--- src/rtl/ps2_rx_pkg.sv ---
package ps2_rx_pkg;
   typedef enum logic [1:0] {
      CLS_WAIT_TEST,
      CLS_WAIT_ID,
      CLS_DONE
   } cls_state_e;

   localparam logic [7:0] SELF_TEST_OK = 8'hAA;
   localparam logic [7:0] MOUSE_ID     = 8'h00;
   localparam int unsigned DATA_BITS   = 8;
   // bit index of the last frame bit (start = 0 .. stop = 10)
   localparam int unsigned STOP_INDEX  = DATA_BITS + 2;
endpackage

--- src/rtl/ps2_line_filter.sv ---
module ps2_line_filter #(
   parameter int unsigned SYNC_STAGES = 2,
   parameter int unsigned FILT_LEN    = 4
) (
   input  logic clk,
   input  logic rst_n,
   input  logic line_i,
   output logic line_o
);
   localparam int unsigned CW = (FILT_LEN > 1) ? $clog2(FILT_LEN) : 1;

   if (SYNC_STAGES < 2) begin : g_bad_sync
      $error("ps2_line_filter: SYNC_STAGES must be at least 2");
   end

   logic [SYNC_STAGES-1:0] sync_q;
   logic                   synced;

   always_ff @(posedge clk or negedge rst_n) begin
      if (!rst_n) sync_q <= '1;
      else        sync_q <= {sync_q[SYNC_STAGES-2:0], line_i};
   end
   assign synced = sync_q[SYNC_STAGES-1];

   if (FILT_LEN <= 1) begin : g_bypass
      assign line_o = synced;
   end else begin : g_filter
      logic [CW-1:0] run_q;
      logic          out_q;

      always_ff @(posedge clk or negedge rst_n) begin
         if (!rst_n) begin
            run_q <= '0;
            out_q <= 1'b1;
         end else if (synced == out_q) begin
            run_q <= '0;
         end else if (run_q == CW'(FILT_LEN - 1)) begin
            out_q <= synced;
            run_q <= '0;
         end else begin
            run_q <= run_q + 1'b1;
         end
      end
      assign line_o = out_q;

      AST_FILT_FOLLOWS_SYNC: assert property (@(posedge clk) disable iff (!rst_n)
         !$stable(out_q) |-> ($past(synced) == out_q));
   end
endmodule

--- src/rtl/ps2_frame_rx.sv ---
module ps2_frame_rx
   import ps2_rx_pkg::*;
#(
   parameter int unsigned TIMEOUT_CYC = 5000
) (
   input  logic       clk,
   input  logic       rst_n,
   input  logic       fall_i,
   input  logic       dat_i,
   input  logic       abort_i,
   output logic [7:0] byte_o,
   output logic       valid_o,
   output logic       err_o
);
   localparam int unsigned TW = $clog2(TIMEOUT_CYC + 1);

   if (TIMEOUT_CYC < 2) begin : g_bad_tmo
      $error("ps2_frame_rx: TIMEOUT_CYC must be at least 2");
   end

   logic [3:0]    idx_q;
   logic [7:0]    shift_q;
   logic          par_q;
   logic [TW-1:0] tmo_q;

   always_ff @(posedge clk or negedge rst_n) begin
      if (!rst_n) begin
         idx_q   <= '0;
         shift_q <= '0;
         par_q   <= 1'b0;
         tmo_q   <= '0;
         byte_o  <= '0;
         valid_o <= 1'b0;
         err_o   <= 1'b0;
      end else begin
         valid_o <= 1'b0;
         if (abort_i) begin
            idx_q <= '0;
            tmo_q <= '0;
         end else if (fall_i) begin
            tmo_q <= '0;
            if (idx_q == 4'd0) begin
               if (!dat_i) idx_q <= 4'd1;
            end else if (idx_q <= 4'(DATA_BITS)) begin
               shift_q <= {dat_i, shift_q[7:1]};
               idx_q   <= idx_q + 4'd1;
            end else if (idx_q == 4'(DATA_BITS + 1)) begin
               par_q <= dat_i;
               idx_q <= idx_q + 4'd1;
            end else begin
               byte_o  <= shift_q;
               err_o   <= ~(^{shift_q, par_q}) | ~dat_i;
               valid_o <= 1'b1;
               idx_q   <= '0;
            end
         end else if (idx_q != 4'd0) begin
            if (tmo_q == TW'(TIMEOUT_CYC - 1)) begin
               idx_q <= '0;
               tmo_q <= '0;
            end else begin
               tmo_q <= tmo_q + 1'b1;
            end
         end
      end
   end

   AST_STROBE_SINGLE: assert property (@(posedge clk) disable iff (!rst_n)
      valid_o |=> !valid_o);
   AST_ABORT_QUIET: assert property (@(posedge clk) disable iff (!rst_n)
      abort_i |=> !valid_o);
   AST_GAP_BOUND: assert property (@(posedge clk) disable iff (!rst_n)
      tmo_q < TW'(TIMEOUT_CYC));
   AST_IDX_RANGE: assert property (@(posedge clk) disable iff (!rst_n)
      idx_q <= 4'(STOP_INDEX));
endmodule

--- src/rtl/ps2_dev_classifier.sv ---
module ps2_dev_classifier
   import ps2_rx_pkg::*;
#(
   parameter int unsigned ID_WAIT_CYC = 1_000_000
) (
   input  logic       clk,
   input  logic       rst_n,
   input  logic [7:0] byte_i,
   input  logic       valid_i,
   input  logic       err_i,
   output logic       known_o,
   output logic       mouse_o
);
   localparam int unsigned WW = $clog2(ID_WAIT_CYC + 1);

   if (ID_WAIT_CYC < 2) begin : g_bad_wait
      $error("ps2_dev_classifier: ID_WAIT_CYC must be at least 2");
   end

   cls_state_e    st_q;
   logic [WW-1:0] wait_q;
   logic          good;

   assign good = valid_i & ~err_i;

   always_ff @(posedge clk or negedge rst_n) begin
      if (!rst_n) begin
         st_q    <= CLS_WAIT_TEST;
         wait_q  <= '0;
         known_o <= 1'b0;
         mouse_o <= 1'b0;
      end else if (good && byte_i == SELF_TEST_OK) begin
         st_q    <= CLS_WAIT_ID;
         wait_q  <= '0;
         known_o <= 1'b0;
         mouse_o <= 1'b0;
      end else if (st_q == CLS_WAIT_ID) begin
         if (good) begin
            known_o <= 1'b1;
            mouse_o <= (byte_i == MOUSE_ID);
            st_q    <= CLS_DONE;
         end else if (wait_q == WW'(ID_WAIT_CYC - 1)) begin
            known_o <= 1'b1;
            mouse_o <= 1'b0;
            st_q    <= CLS_DONE;
         end else begin
            wait_q <= wait_q + 1'b1;
         end
      end
   end

   AST_MOUSE_NEEDS_KNOWN: assert property (@(posedge clk) disable iff (!rst_n)
      mouse_o |-> known_o);
   AST_TEST_CLEARS: assert property (@(posedge clk) disable iff (!rst_n)
      (good && byte_i == SELF_TEST_OK) |=> (!known_o && !mouse_o));
   AST_WAITING_UNKNOWN: assert property (@(posedge clk) disable iff (!rst_n)
      (st_q == CLS_WAIT_ID) |-> !known_o);
endmodule

--- src/rtl/ps2_rx_classifier.sv ---
module ps2_rx_classifier #(
   parameter int unsigned SYNC_STAGES = 2,
   parameter int unsigned FILT_LEN    = 4,
   parameter int unsigned TIMEOUT_CYC = 5000,
   parameter int unsigned ID_WAIT_CYC = 1_000_000
) (
   input  logic       clk,
   input  logic       rst_n,
   input  logic       ps2_clk_i,
   input  logic       ps2_dat_i,
   input  logic       inhibit_i,
   output logic       clk_hold_o,
   output logic [7:0] byte_o,
   output logic       byte_valid_o,
   output logic       byte_err_o,
   output logic       dev_known_o,
   output logic       dev_is_mouse_o
);
   localparam int unsigned NLINES = 2;

   logic [NLINES-1:0] raw_lines;
   logic [NLINES-1:0] flt_lines;
   logic              clk_prev_q;
   logic              fall;

   assign raw_lines = {ps2_dat_i, ps2_clk_i};

   for (genvar li = 0; li < NLINES; li++) begin : g_line
      ps2_line_filter #(
         .SYNC_STAGES(SYNC_STAGES),
         .FILT_LEN   (FILT_LEN)
      ) i_filt (
         .clk   (clk),
         .rst_n (rst_n),
         .line_i(raw_lines[li]),
         .line_o(flt_lines[li])
      );
   end

   always_ff @(posedge clk or negedge rst_n) begin
      if (!rst_n) clk_prev_q <= 1'b1;
      else        clk_prev_q <= flt_lines[0];
   end
   assign fall       = clk_prev_q & ~flt_lines[0];
   assign clk_hold_o = inhibit_i;

   ps2_frame_rx #(
      .TIMEOUT_CYC(TIMEOUT_CYC)
   ) i_frame (
      .clk    (clk),
      .rst_n  (rst_n),
      .fall_i (fall),
      .dat_i  (flt_lines[1]),
      .abort_i(inhibit_i),
      .byte_o (byte_o),
      .valid_o(byte_valid_o),
      .err_o  (byte_err_o)
   );

   ps2_dev_classifier #(
      .ID_WAIT_CYC(ID_WAIT_CYC)
   ) i_cls (
      .clk    (clk),
      .rst_n  (rst_n),
      .byte_i (byte_o),
      .valid_i(byte_valid_o),
      .err_i  (byte_err_o),
      .known_o(dev_known_o),
      .mouse_o(dev_is_mouse_o)
   );

   AST_NO_STROBE_INHIBITED: assert property (@(posedge clk) disable iff (!rst_n)
      (inhibit_i && $past(inhibit_i)) |-> !byte_valid_o);
endmodule

--- config.mk ---
export PLATFORM = sky130hd
export DESIGN_NAME = ps2_rx_classifier
export DESIGN_NICKNAME = d
export VERILOG_FILES = /design/src/rtl/ps2_rx_pkg.sv /design/src/rtl/ps2_line_filter.sv /design/src/rtl/ps2_frame_rx.sv /design/src/rtl/ps2_dev_classifier.sv /design/src/rtl/ps2_rx_classifier.sv
export SDC_FILE = /design/constraint.sdc
export NUM_CORES = 1
export LEC_CHECK = 0
export ABC_AREA = 1
export BUFFER_PORTS_ARGS = -buffer_cell sky130_fd_sc_hd__buf_2
export CAP_MARGIN = 20
export CORE_MARGIN = 2
export CORE_UTILIZATION = 40
export CTS_BUF_LIST = sky130_fd_sc_hd__clkbuf_16
export DETAILED_ROUTE_END_ITERATION = 8
export PLACE_DENSITY_LB_ADDON = 0.3
export SLEW_MARGIN = 20
export SYNTH_ARGS = -nofsm -noshare
export SYNTH_HDL_FRONTEND = slang
export SYNTH_SLANG_ARGS = --single-unit
export TNS_END_PERCENT = 5
--- constraint.sdc ---
create_clock -name clk -period 2.78 [get_ports clk]
set_clock_uncertainty 0.1 [all_clocks]
set_input_delay 0.278 -clock clk [delete_from_list [all_inputs] [get_ports clk]]
set_output_delay 0.278 -clock clk [all_outputs]
set_load 0.02 [all_outputs]
==> flow_metrics.py, run 1 <==
metrics = {
    "logic_synthesis": {
        "netlist-cell-type-count": 36,
        "netlist_area_um2": 3860,
        "synth_seq_cells": 70,
        "synthCells": 507,
        "synth-edff-count": 0,
        "synth_compound_area_share_pct": 7.877,
        "synthMuxAreaShare_pct": 0.2917,
        "yosysWarnings": 0,
        "syn_nets": 519,
        "synth-seq-area-share_pct": 45.61,
        "syn_area_per_cell_um2": 7.613,
        "synth_flop_cell": "dfrtp_1",
        "yosys.area_share.simple_pct": 33.00,
        "synthArstFlopShare_pct": 100.0,
        "synth_fa_ha_area_share_pct": 2.269,
        "synth_top_family_by_area": "simple AND/OR/NAND/NOR gates",
        "synthXorXnorAreaFrac_pct": 2.496,
    },
    "sta": {
        "setup_tns_ps": 0,
        "relSlewSlack_pct": 61.10,
        "hold_viol": 0,
        "setup_viol": 0,
        "min_period_ps": 2128,
        "final_max_slew_viol_count": 0,
        "rsz0062_at_grt": "no",
        "worst_slew_pin_slew_ps": 583.5,
        "fmax_mhz": 470.0,
        "layout_setup_ws_ps": 652.4,
        "period_share_pct": 76.53,
    },
    "critical_path": {
        "arrival_ps": 2240,
        "reg2reg_from": "i_frame.idx_q[0]",
        "start_kind": "flip-flop",
        "startpoint": "i_frame.idx_q[0]",
        "critPathMaxFanout": 15,
        "crit_required_ps": 2890,
        "crit_type": "flip-flop to flip-flop",
        "endpoint_kind": "flip-flop",
    },
    "grt": {
        "antenna_found_initial": 0,
        "grt-ovfl-total": 0,
        "grt_usage_pct": 16.96,
        "grt_pass1_vias": 3169,
        "grt_max_degree": 48,
        "grt_pass1_wl_um": 14080,
    },
    "layout": {
        "mostFrequentLayoutCell": "nand2_1",
        "insertedDiodeCount": 0,
        "drive_gt1_share_pct": 13.73,
        "final_design_area_no_fill_um2": 4419,
        "nets": 546,
        "fillers": 921,
        "seqCellArea_um2": 1760,
        "layout_common_cells": "140 x nand2_1, 67 x nor2_1, 63 x dfrtp_1, 59 x inv_1, 35 x nand3_1",
        "multi_input_area_um2": 1773,
        "area_growth_pct": 14.49,
    },
    "die": {
        "ios": 18,
        "die-area_um2": 10450,
        "die_w_um": 102.2,
        "die_y_um": 102.2,
        "start_util_pct": 41.58,
        "fp.coreArea_um2": 9284,
        "rows": 35,
    },
    "routing": {
        "via_per_inst": 4.861,
        "final_antenna_net_count": 0,
        "drt_wl_total_um": 7905,
        "first_pass_iters": 4,
        "drt_iter0_drc": 138,
        "vias": 3247,
        "drc_errors": 0,
        "wl_per_cell_um": 11.83,
    },
    "clocking": {
        "root_buffer": "clkbuf_16",
        "cts_tree": "done",
        "cts_setup_buffers": 0,
        "cts_buffers": 9,
        "h-tree-depth": 3,
        "clockBufferDepth": 2,
        "clkTransAtPathRegs_ps": 60,
        "insertion_delay_ps": 330,
        "cts_sinks": 70,
    },
    "power_and_ir_drop": {
        "total_leakage_power_nw": 2.094,
        "power_density_nw_per_um2": 619.1,
        "pwr-share-clk_pct": 44.2,
        "intPower_mw": 2.017,
        "power_mw": 2.736,
        "pwr-share-comb_pct": 12.8,
        "p_sw_mw": 0.7193,
        "irDropWorstVdd_uv": 501.0,
        "switching_share_pct": 26.29,
        "seqPwrFrac_pct": 43.1,
    },
    "worst_hold_path": {
        "hold_start": "inhibit_i",
        "hold_path_class": "input port to flip-flop",
    },
    "place": {
        "port_buffers": 17,
        "dp_hpwl_um": 5724,
        "pre_cts_slack_ps": 667.0,
        "dpl_cell_area_um2": 4075,
        "gp_congestion": 0.9578,
    },
    "run": {
        "max_cap_violations": 0,
    },
    "run_status": {
        "status": "finished, final reports clean",
    },
}
area by class of cell:
class                   instances  area share [%]
multi-input cells             360           40.12
flip-flops and latches         70           39.84
well taps                     129           3.652
clock inverters                 7           2.010
clock buffers                   9           5.096
repair buffers                 21           3.058
inverters                      72           6.229
stage by stage:
step | instances | hold slack, ps | util [%]
detailed placement | 649 | 209.6 | 43.89
floorplan | 507 | -117.6 | -
CTS | 668 | 165.9 | 47.60
global placement | 649 | 207.2 | 43.89
global route | 668 | 177.1 | 47.60
finish | 668 | 174.1 | 47.60
path summary, 6_finish.rpt:
check	end	slack, ps	cells after the start
setup / recovery	i_frame.err_o	650	8
hold / removal	i_frame.idx_q[2]	170	4
setup reg to reg	i_frame.err_o	650	8
hold reg to reg	g_line[1].i_filt.sync_q[1]	250	0
max in group asynchronous	g_line[0].i_filt.sync_q[0]	1480	3
min in group asynchronous	i_cls.wait_q[7]	380	2
per-layer routing:
layer	wire, um	global-route usage [%]	vias up
met5	0	0	-
met4	109	5.231	0
met3	257	4.856	13
met2	3825	28.24	40
met1	3713	21.46	1536
li1	-	-	1658
power groups by stage:
stage          Combinational [mW]  Sequential, mW  Clock [mW]
4_1_cts                     0.357            1.18        1.23
2_1_floorplan               0.263            1.18           0
6_report                    0.349            1.18        1.21
5_1_grt                     0.411            1.19        1.28
3_3_place_gp                0.338            1.19           0
3_5_place_dp                0.351            1.20           0
logic make-up after synthesis:
group / Yosys count
simple gates: 285
buf+inv: 77
xor+xnor: 11
mux: 1
fa+ha+maj: 7
flops: 70
compound gates: 56
repair_timing:
item                                   4_1_cts  5_1_grt
hold buffers                                 3        0
endpoints found under the hold margin       25        0
resized for setup                            0        0
flip-flops by register name (all words and copies together), names as in the netlist, 2 cells and up:
signal,cells
i_cls.st_q,2
g_line.i_filt.g_filter.run_q,4
i_frame.idx_q,4
g_line.i_filt.sync_q,4
i_cls.wait_q,20
g_line.i_filt.line_o,2
i_frame.byte_o,8
i_frame.tmo_q,13
i_frame.shift_q,8
worst max-delay path, cell delays in order (launching register included):
cell and delay [ps]:
dfrtp_1 390, inv_1 90, ha_1 230, a21oi_1 240, nand2_1 150, nor2_2 430
inv_1 180, nor2_1 120, a21oi_1 80
synthesized netlist by cell type, types with 3 or more instances:
| cell | n | area [um^2] |
|---|---|---|
| o21ai_0 | 21 | 105.1 |
| nand3_1 | 35 | 175.2 |
| o21bai_1 | 3 | 22.52 |
| o21ai_2 | 3 | 26.28 |
| nand4_1 | 8 | 50.05 |
| nand2_2 | 7 | 43.79 |
| dfstp_2 | 7 | 183.9 |
| dfrtp_1 | 63 | 1577 |
| nand2_1 | 140 | 525.5 |
| inv_2 | 11 | 41.29 |
| xor2_1 | 7 | 61.31 |
| nor2_2 | 3 | 18.77 |
| ha_1 | 7 | 87.58 |
| xnor2_1 | 4 | 35.03 |
| inv_1 | 59 | 221.5 |
| nor2_1 | 67 | 251.5 |
| o21ai_1 | 15 | 75.07 |
| a21oi_1 | 11 | 55.05 |
| nor3_1 | 12 | 60.06 |
Power figures use the tool's default switching activity.
==> run 2, diff against run 1 <==
==> constraint.sdc (replaced) <==
create_clock -name clk -period 2 [get_ports clk]
set_clock_uncertainty 0.1 [all_clocks]
set_input_delay 0.2 -clock clk [delete_from_list [all_inputs] [get_ports clk]]
set_output_delay 0.2 -clock clk [all_outputs]
set_load 0.02 [all_outputs]
==> run 2 against run 1 <==
Critical path depth is 2 higher. Clock power grew 29%. Via count decreased by 1.1%. Routed wire length is 2.3% lower. Final cell count up 0.30%. Sequential power up 39%. Fmax rose by 15%. Flip-flop and latch count did not move. Power grew 35%. Critical path type unchanged. Largest power group is now registers.
==> flow_metrics.py, run 2 (synthesized netlist as in run 1, its figures left out) <==
metrics = {
    "run_status": {
        "status": "finished, final reports clean",
    },
    "grt": {
        "grt_usage_pct": 16.37,
        "grt_pass1_vias": 3059,
        "grt-ovfl-total": 0,
        "grt_max_degree": 71,
        "grt_pass1_wl_um": 13720,
        "antenna_found_initial": 0,
    },
    "power_and_ir_drop": {
        "power_density_nw_per_um2": 833.5,
        "total_leakage_power_nw": 2.094,
        "intPower_mw": 2.676,
        "p_sw_mw": 1.005,
        "pwr-share-comb_pct": 13.2,
        "irDropWorstVdd_uv": 608.5,
        "seqPwrFrac_pct": 44.5,
        "switching_share_pct": 27.30,
        "pwr-share-clk_pct": 42.3,
    },
    "clocking": {
        "clockBufferDepth": 2,
        "cts_sinks": 70,
        "cts_setup_buffers": 0,
        "clkTransAtPathRegs_ps": 50,
        "h-tree-depth": 3,
        "cts_tree": "done",
        "cts_buffers": 9,
        "insertion_delay_ps": 330,
        "root_buffer": "clkbuf_16",
    },
    "critical_path": {
        "startpoint": "i_frame.idx_q[0]",
        "critPathMaxFanout": 8,
        "start_kind": "flip-flop",
        "rr_worst_depth": 10,
        "crit_required_ps": 2120,
        "timing.rr.end": "i_frame.tmo_q[10]",
        "crit_type": "flip-flop to flip-flop",
        "endpoint_kind": "flip-flop",
        "rrSetupSlack_ps": 150,
        "reg2reg_from": "i_frame.idx_q[0]",
        "arrival_ps": 1970,
    },
    "layout": {
        "insertedDiodeCount": 0,
        "fillers": 940,
        "regMostFlops": "i_cls.wait_q",
        "layout_common_cells": "138 x nand2_1, 67 x nor2_1, 63 x dfrtp_1, 60 x inv_1, 35 x nand3_1",
        "seqCellArea_um2": 1760,
        "final_design_area_no_fill_um2": 4417,
        "finalNonFillerCells": 670,
        "area_growth_pct": 14.42,
        "multi_input_area_um2": 1778,
        "nets": 548,
        "mostFrequentLayoutCell": "nand2_1",
        "reg.largest.list": "i_cls.wait_q: 20 flops, i_frame.tmo_q: 13 flops",
        "drive_gt1_share_pct": 14.42,
        "largest_reg_flops": 20,
    },
    "die": {
        "rows": 35,
        "ios": 18,
        "start_util_pct": 41.58,
        "die_w_um": 102.2,
        "die_y_um": 102.2,
        "die-area_um2": 10450,
        "fp.coreArea_um2": 9284,
    },
    "routing": {
        "via_per_inst": 4.791,
        "first_pass_iters": 5,
        "drt_wl_total_um": 7727,
        "final_antenna_net_count": 0,
        "wl_per_cell_um": 11.53,
        "drt_iter0_drc": 167,
        "vias": 3210,
        "drc_errors": 0,
    },
    "sta": {
        "hold_viol": 0,
        "period_share_pct": 92.61,
        "rsz0062_at_grt": "no",
        "fmax_mhz": 539.9,
        "setup_viol": 0,
        "final_max_slew_viol_count": 0,
        "setup_tns_ps": 0,
        "layout_setup_ws_ps": 147.8,
        "relSlewSlack_pct": 74.58,
        "min_period_ps": 1852,
        "worst_slew_pin_slew_ps": 381.2,
    },
    "run": {
        "max_cap_violations": 0,
    },
    "place": {
        "dp_hpwl_um": 5570,
        "gp_congestion": 0.8700,
        "dpl_cell_area_um2": 4090,
        "pre_cts_slack_ps": 140.5,
        "port_buffers": 17,
        "dp_cells": 651,
    },
    "worst_hold_path": {
        "hold_path_class": "input port to flip-flop",
        "hold_start": "inhibit_i",
        "hold_depth": 4,
        "holdPathEnd": "i_frame.idx_q[2]",
    },
}
[run 2: layout make-up]
class | instances | area share (%)
Clock inverter | 7 | 1.501
Tap cell | 129 | 3.654
Inverter | 72 | 6.232
Timing Repair Buffer | 23 | 3.399
Clock buffer | 9 | 5.099
Multi-Input combinational cell | 360 | 40.26
Sequential cell | 70 | 39.86
[run 2: timing repair]
| action | CTS | global route |
|---|---|---|
| endpoints found under the hold margin | 65 | 0 |
| endpoints found under the setup margin | 0 | 10 |
| hold buffers | 3 | 0 |
| gates resized for setup | 0 | 2 |
[run 2: worst max-delay path, stage by stage, from the launching register on]
cell and delay, ps:
dfrtp_1 400, inv_1 100, ha_1 240, nand3_2 120, inv_2 60, nand2_2 140
nand3_1 150, nor2_1 230, nand3_1 100, nand2_1 70, nor2_1 40
[run 2: per-layer routing]
layer | GRT usage [%] | vias to the layer above | share of wire, %
li1 | - | 1665 | -
met1 | 22.12 | 1506 | 51
met2 | 26.67 | 33 | 46
met3 | 4.172 | 6 | 2.8
met4 | 3.692 | 0 | 0.66
met5 | 0 | - | 0
[run 2: worst max-delay path by stage]
stage                                     to  slack [ps]  depth (start not counted)
after global routing       i_frame.tmo_q[10]           6                         10
final                      i_frame.tmo_q[10]         150                         10
after detailed placement    i_frame.idx_q[0]         140                         10
after global placement    i_frame.shift_q[5]         230                          7
after CTS                   i_frame.idx_q[0]         120                         10
after floorplan                i_frame.err_o         370                          8
[run 2: per-stage QoR]
step | util, % | hold WS (ps) | power [mW]
2_1_floorplan | - | -195.6 | 2.002
5_1_grt | 47.57 | 125.5 | 3.877
3_5_place_dp | 44.06 | 155.6 | 2.142
4_1_cts | 47.52 | 104.0 | 3.711
3_3_place_gp | 44.06 | 157.9 | 2.125
6_report | 47.57 | 101.0 | 3.681
[run 2: power groups by stage]
| stage | Clock (mW) | Sequential [mW] | Combinational, mW |
|---|---|---|---|
| 3_3_place_gp | 0 | 1.66 | 0.465 |
| 3_5_place_dp | 0 | 1.66 | 0.480 |
| 6_report | 1.56 | 1.64 | 0.486 |
| 4_1_cts | 1.58 | 1.64 | 0.490 |
| 5_1_grt | 1.65 | 1.65 | 0.571 |
| 2_1_floorplan | 0 | 1.64 | 0.366 |
==> run 3, diff against run 2 <==
--- a/config.mk
+++ b/config.mk
@@ -7,12 +7,12 @@
 export LEC_CHECK = 0
 export ABC_AREA = 1
 export BUFFER_PORTS_ARGS = -buffer_cell sky130_fd_sc_hd__buf_2
-export CAP_MARGIN = 20
 export CORE_MARGIN = 2
 export CORE_UTILIZATION = 40
 export CTS_BUF_LIST = sky130_fd_sc_hd__clkbuf_16
 export DETAILED_ROUTE_END_ITERATION = 8
 export PLACE_DENSITY_LB_ADDON = 0.3
+export RECOVER_POWER = 25
 export SLEW_MARGIN = 20
 export SYNTH_ARGS = -nofsm -noshare
 export SYNTH_HDL_FRONTEND = slang
==> run 3 against run 2 <==
Register-to-register slack about the same. Power decreased by 0.30%. Die area unchanged. Sequential power about the same. Clock-buffer cell count unchanged. Core utilization decreased by 0.15 points.
==> flow_metrics.py, run 3 (synthesized netlist as in run 1, its figures left out) <==
metrics = {
    "run_status": {
        "status": "finished, final reports clean",
    },
    "routing": {
        "first_pass_iters": 4,
        "final_antenna_net_count": 0,
        "drt_iter0_drc": 167,
        "via_per_inst": 4.791,
        "drc_errors": 0,
        "wl_met3_um": 205,
        "vias": 3210,
        "dr_wl_met2_um": 3519,
        "routed.top_layer": "met4",
        "drt_wl_total_um": 7718,
        "wl_met1_um": 3950,
        "wl_per_cell_um": 11.52,
    },
    "layout": {
        "seqCellArea_um2": 1760,
        "nets": 548,
        "area_growth_pct": 14.07,
        "layout_common_cells": "138 x nand2_1, 67 x nor2_1, 63 x dfrtp_1, 60 x inv_1, 35 x nand3_1",
        "mostFrequentLayoutCell": "nand2_1",
        "drive_gt1_share_pct": 14.05,
        "final_design_area_no_fill_um2": 4403,
        "insertedDiodeCount": 0,
        "multi_input_area_um2": 1778,
        "reg.largest.list": "i_cls.wait_q: 20 flops, i_frame.tmo_q: 13 flops",
        "largest_reg_flops": 20,
        "fillers": 943,
        "regMostFlops": "i_cls.wait_q",
    },
    "critical_path": {
        "rrSetupSlack_ps": 150,
        "critPathMaxFanout": 8,
        "startpoint": "i_frame.idx_q[0]",
        "arrival_ps": 1970,
        "endpoint_kind": "flip-flop",
        "crit_required_ps": 2120,
        "timing.rr.end": "i_frame.tmo_q[10]",
        "cp-endpoint": "i_frame.tmo_q[10]",
        "reg2reg_from": "i_frame.idx_q[0]",
        "crit_type": "flip-flop to flip-flop",
        "rr_worst_depth": 10,
        "start_kind": "flip-flop",
    },
    "die": {
        "die_w_um": 102.2,
        "start_util_pct": 41.58,
        "fp.coreArea_um2": 9284,
        "die_y_um": 102.2,
        "ios": 18,
        "die-area_um2": 10450,
        "rows": 35,
    },
    "sta": {
        "min_period_ps": 1853,
        "setup_viol": 0,
        "relSlewSlack_pct": 36.62,
        "rsz0062_at_grt": "no",
        "period_share_pct": 92.64,
        "final_max_slew_viol_count": 0,
        "setup_tns_ps": 0,
        "worst_slew_pin_slew_ps": 950.7,
        "fmax_mhz": 539.7,
        "hold_viol": 0,
    },
    "clocking": {
        "h-tree-depth": 3,
        "root_buffer": "clkbuf_16",
        "cts_buffers": 9,
        "clkTransAtPathRegs_ps": 50,
        "insertion_delay_ps": 330,
        "cts_setup_buffers": 0,
        "clockBufferDepth": 2,
        "cts_tree": "done",
        "cts_sinks": 70,
    },
    "grt": {
        "grt_pass1_vias": 3059,
        "grt_usage_pct": 16.37,
        "antenna_found_initial": 0,
        "grt_pass1_wl_um": 13720,
        "grt_max_degree": 71,
        "grt-ovfl-total": 0,
    },
    "place": {
        "dpl_cell_area_um2": 4090,
        "port_buffers": 17,
        "dp_hpwl_um": 5570,
        "gp_congestion": 0.8700,
    },
    "run": {
        "max_cap_violations": 0,
    },
    "power_and_ir_drop": {
        "p_sw_mw": 1.001,
        "intPower_mw": 2.670,
        "pwr-share-comb_pct": 13.1,
        "power_density_nw_per_um2": 833.6,
        "irDropWorstVdd_uv": 608.1,
        "pwr-share-clk_pct": 42.3,
        "total_leakage_power_nw": 2.086,
        "switching_share_pct": 27.26,
        "seqPwrFrac_pct": 44.5,
    },
    "worst_hold_path": {
        "hold_path_class": "input port to flip-flop",
    },
}
## run 3: cell count changes in the layout (fill, tap and decap cells not counted)
cell	delta
buf_12	-1
buf_2	-1
clkbuf_1	+1
clkbuf_4	+1
dfstp_1	+1
dfstp_2	-1
## run 3: stage by stage
stage | std cells | hold WS [ps] | worst slack, ps | power [mW] | utilization (%)
floorplan | 507 | -195.6 | 368.7 | 2.002 | -
global placement | 651 | 157.9 | 228.8 | 2.125 | 44.06
detailed placement | 651 | 155.6 | 140.5 | 2.142 | 44.06
CTS | 670 | 104.0 | 115.7 | 3.711 | 47.52
global route | 670 | 126.7 | 6.287 | 3.869 | 47.43
finish | 670 | 105.4 | 147.3 | 3.670 | 47.43
## run 3: area by class of cell
cell class | count | area share, %
clock buffer | 9 | 5.115
timing repair buffer | 23 | 3.097
tap | 129 | 3.666
multi-input combinational | 360 | 40.38
clock inverter | 7 | 1.506
sequential | 70 | 39.98
inverter | 72 | 6.252
## run 3: worst min-delay path by stage
stage / end / cells past startpoint / slack, ps / startpoint
after detailed placement: i_cls.wait_q[7] / 2 / 160 / rst_n
after floorplan: g_line[0].i_filt.g_filter.run_q[0] / 0 / -200 / rst_n
final: i_frame.idx_q[2] / 4 / 110 / inhibit_i
after global placement: i_cls.wait_q[12] / 2 / 160 / rst_n
after CTS: i_frame.idx_q[2] / 4 / 100 / inhibit_i
after global routing: i_frame.idx_q[2] / 4 / 130 / inhibit_i
## run 3: routing by layer
metal	global-route usage [%]	vias to the layer above
met2	26.67	33
met4	3.692	0
li1	-	1665
met5	0	-
met1	22.12	1508
met3	4.172	4
## run 3: repair_timing
action / CTS / global route
hold buffers: 3 / 0
resized for setup: 0 / 2
setup endpoints to repair: 0 / 10
hold endpoints to repair: 65 / 0
## run 3: power by group through the flow
stage          clock network [mW]  logic (mW)  registers (mW)
2_1_floorplan                   0       0.366            1.64
3_3_place_gp                    0       0.465            1.66
3_5_place_dp                    0       0.480            1.66
4_1_cts                      1.58       0.490            1.64
5_1_grt                      1.65       0.567            1.65
6_report                     1.55       0.482            1.63
## run 3: worst max-delay path, cell delays in order, from the launching register on
cell and delay [ps]:
dfrtp_1 400, inv_1 100, ha_1 240, nand3_2 120, inv_2 60, nand2_2 140, nand3_1 150, nor2_1 230
nand3_1 100, nand2_1 70, nor2_1 40
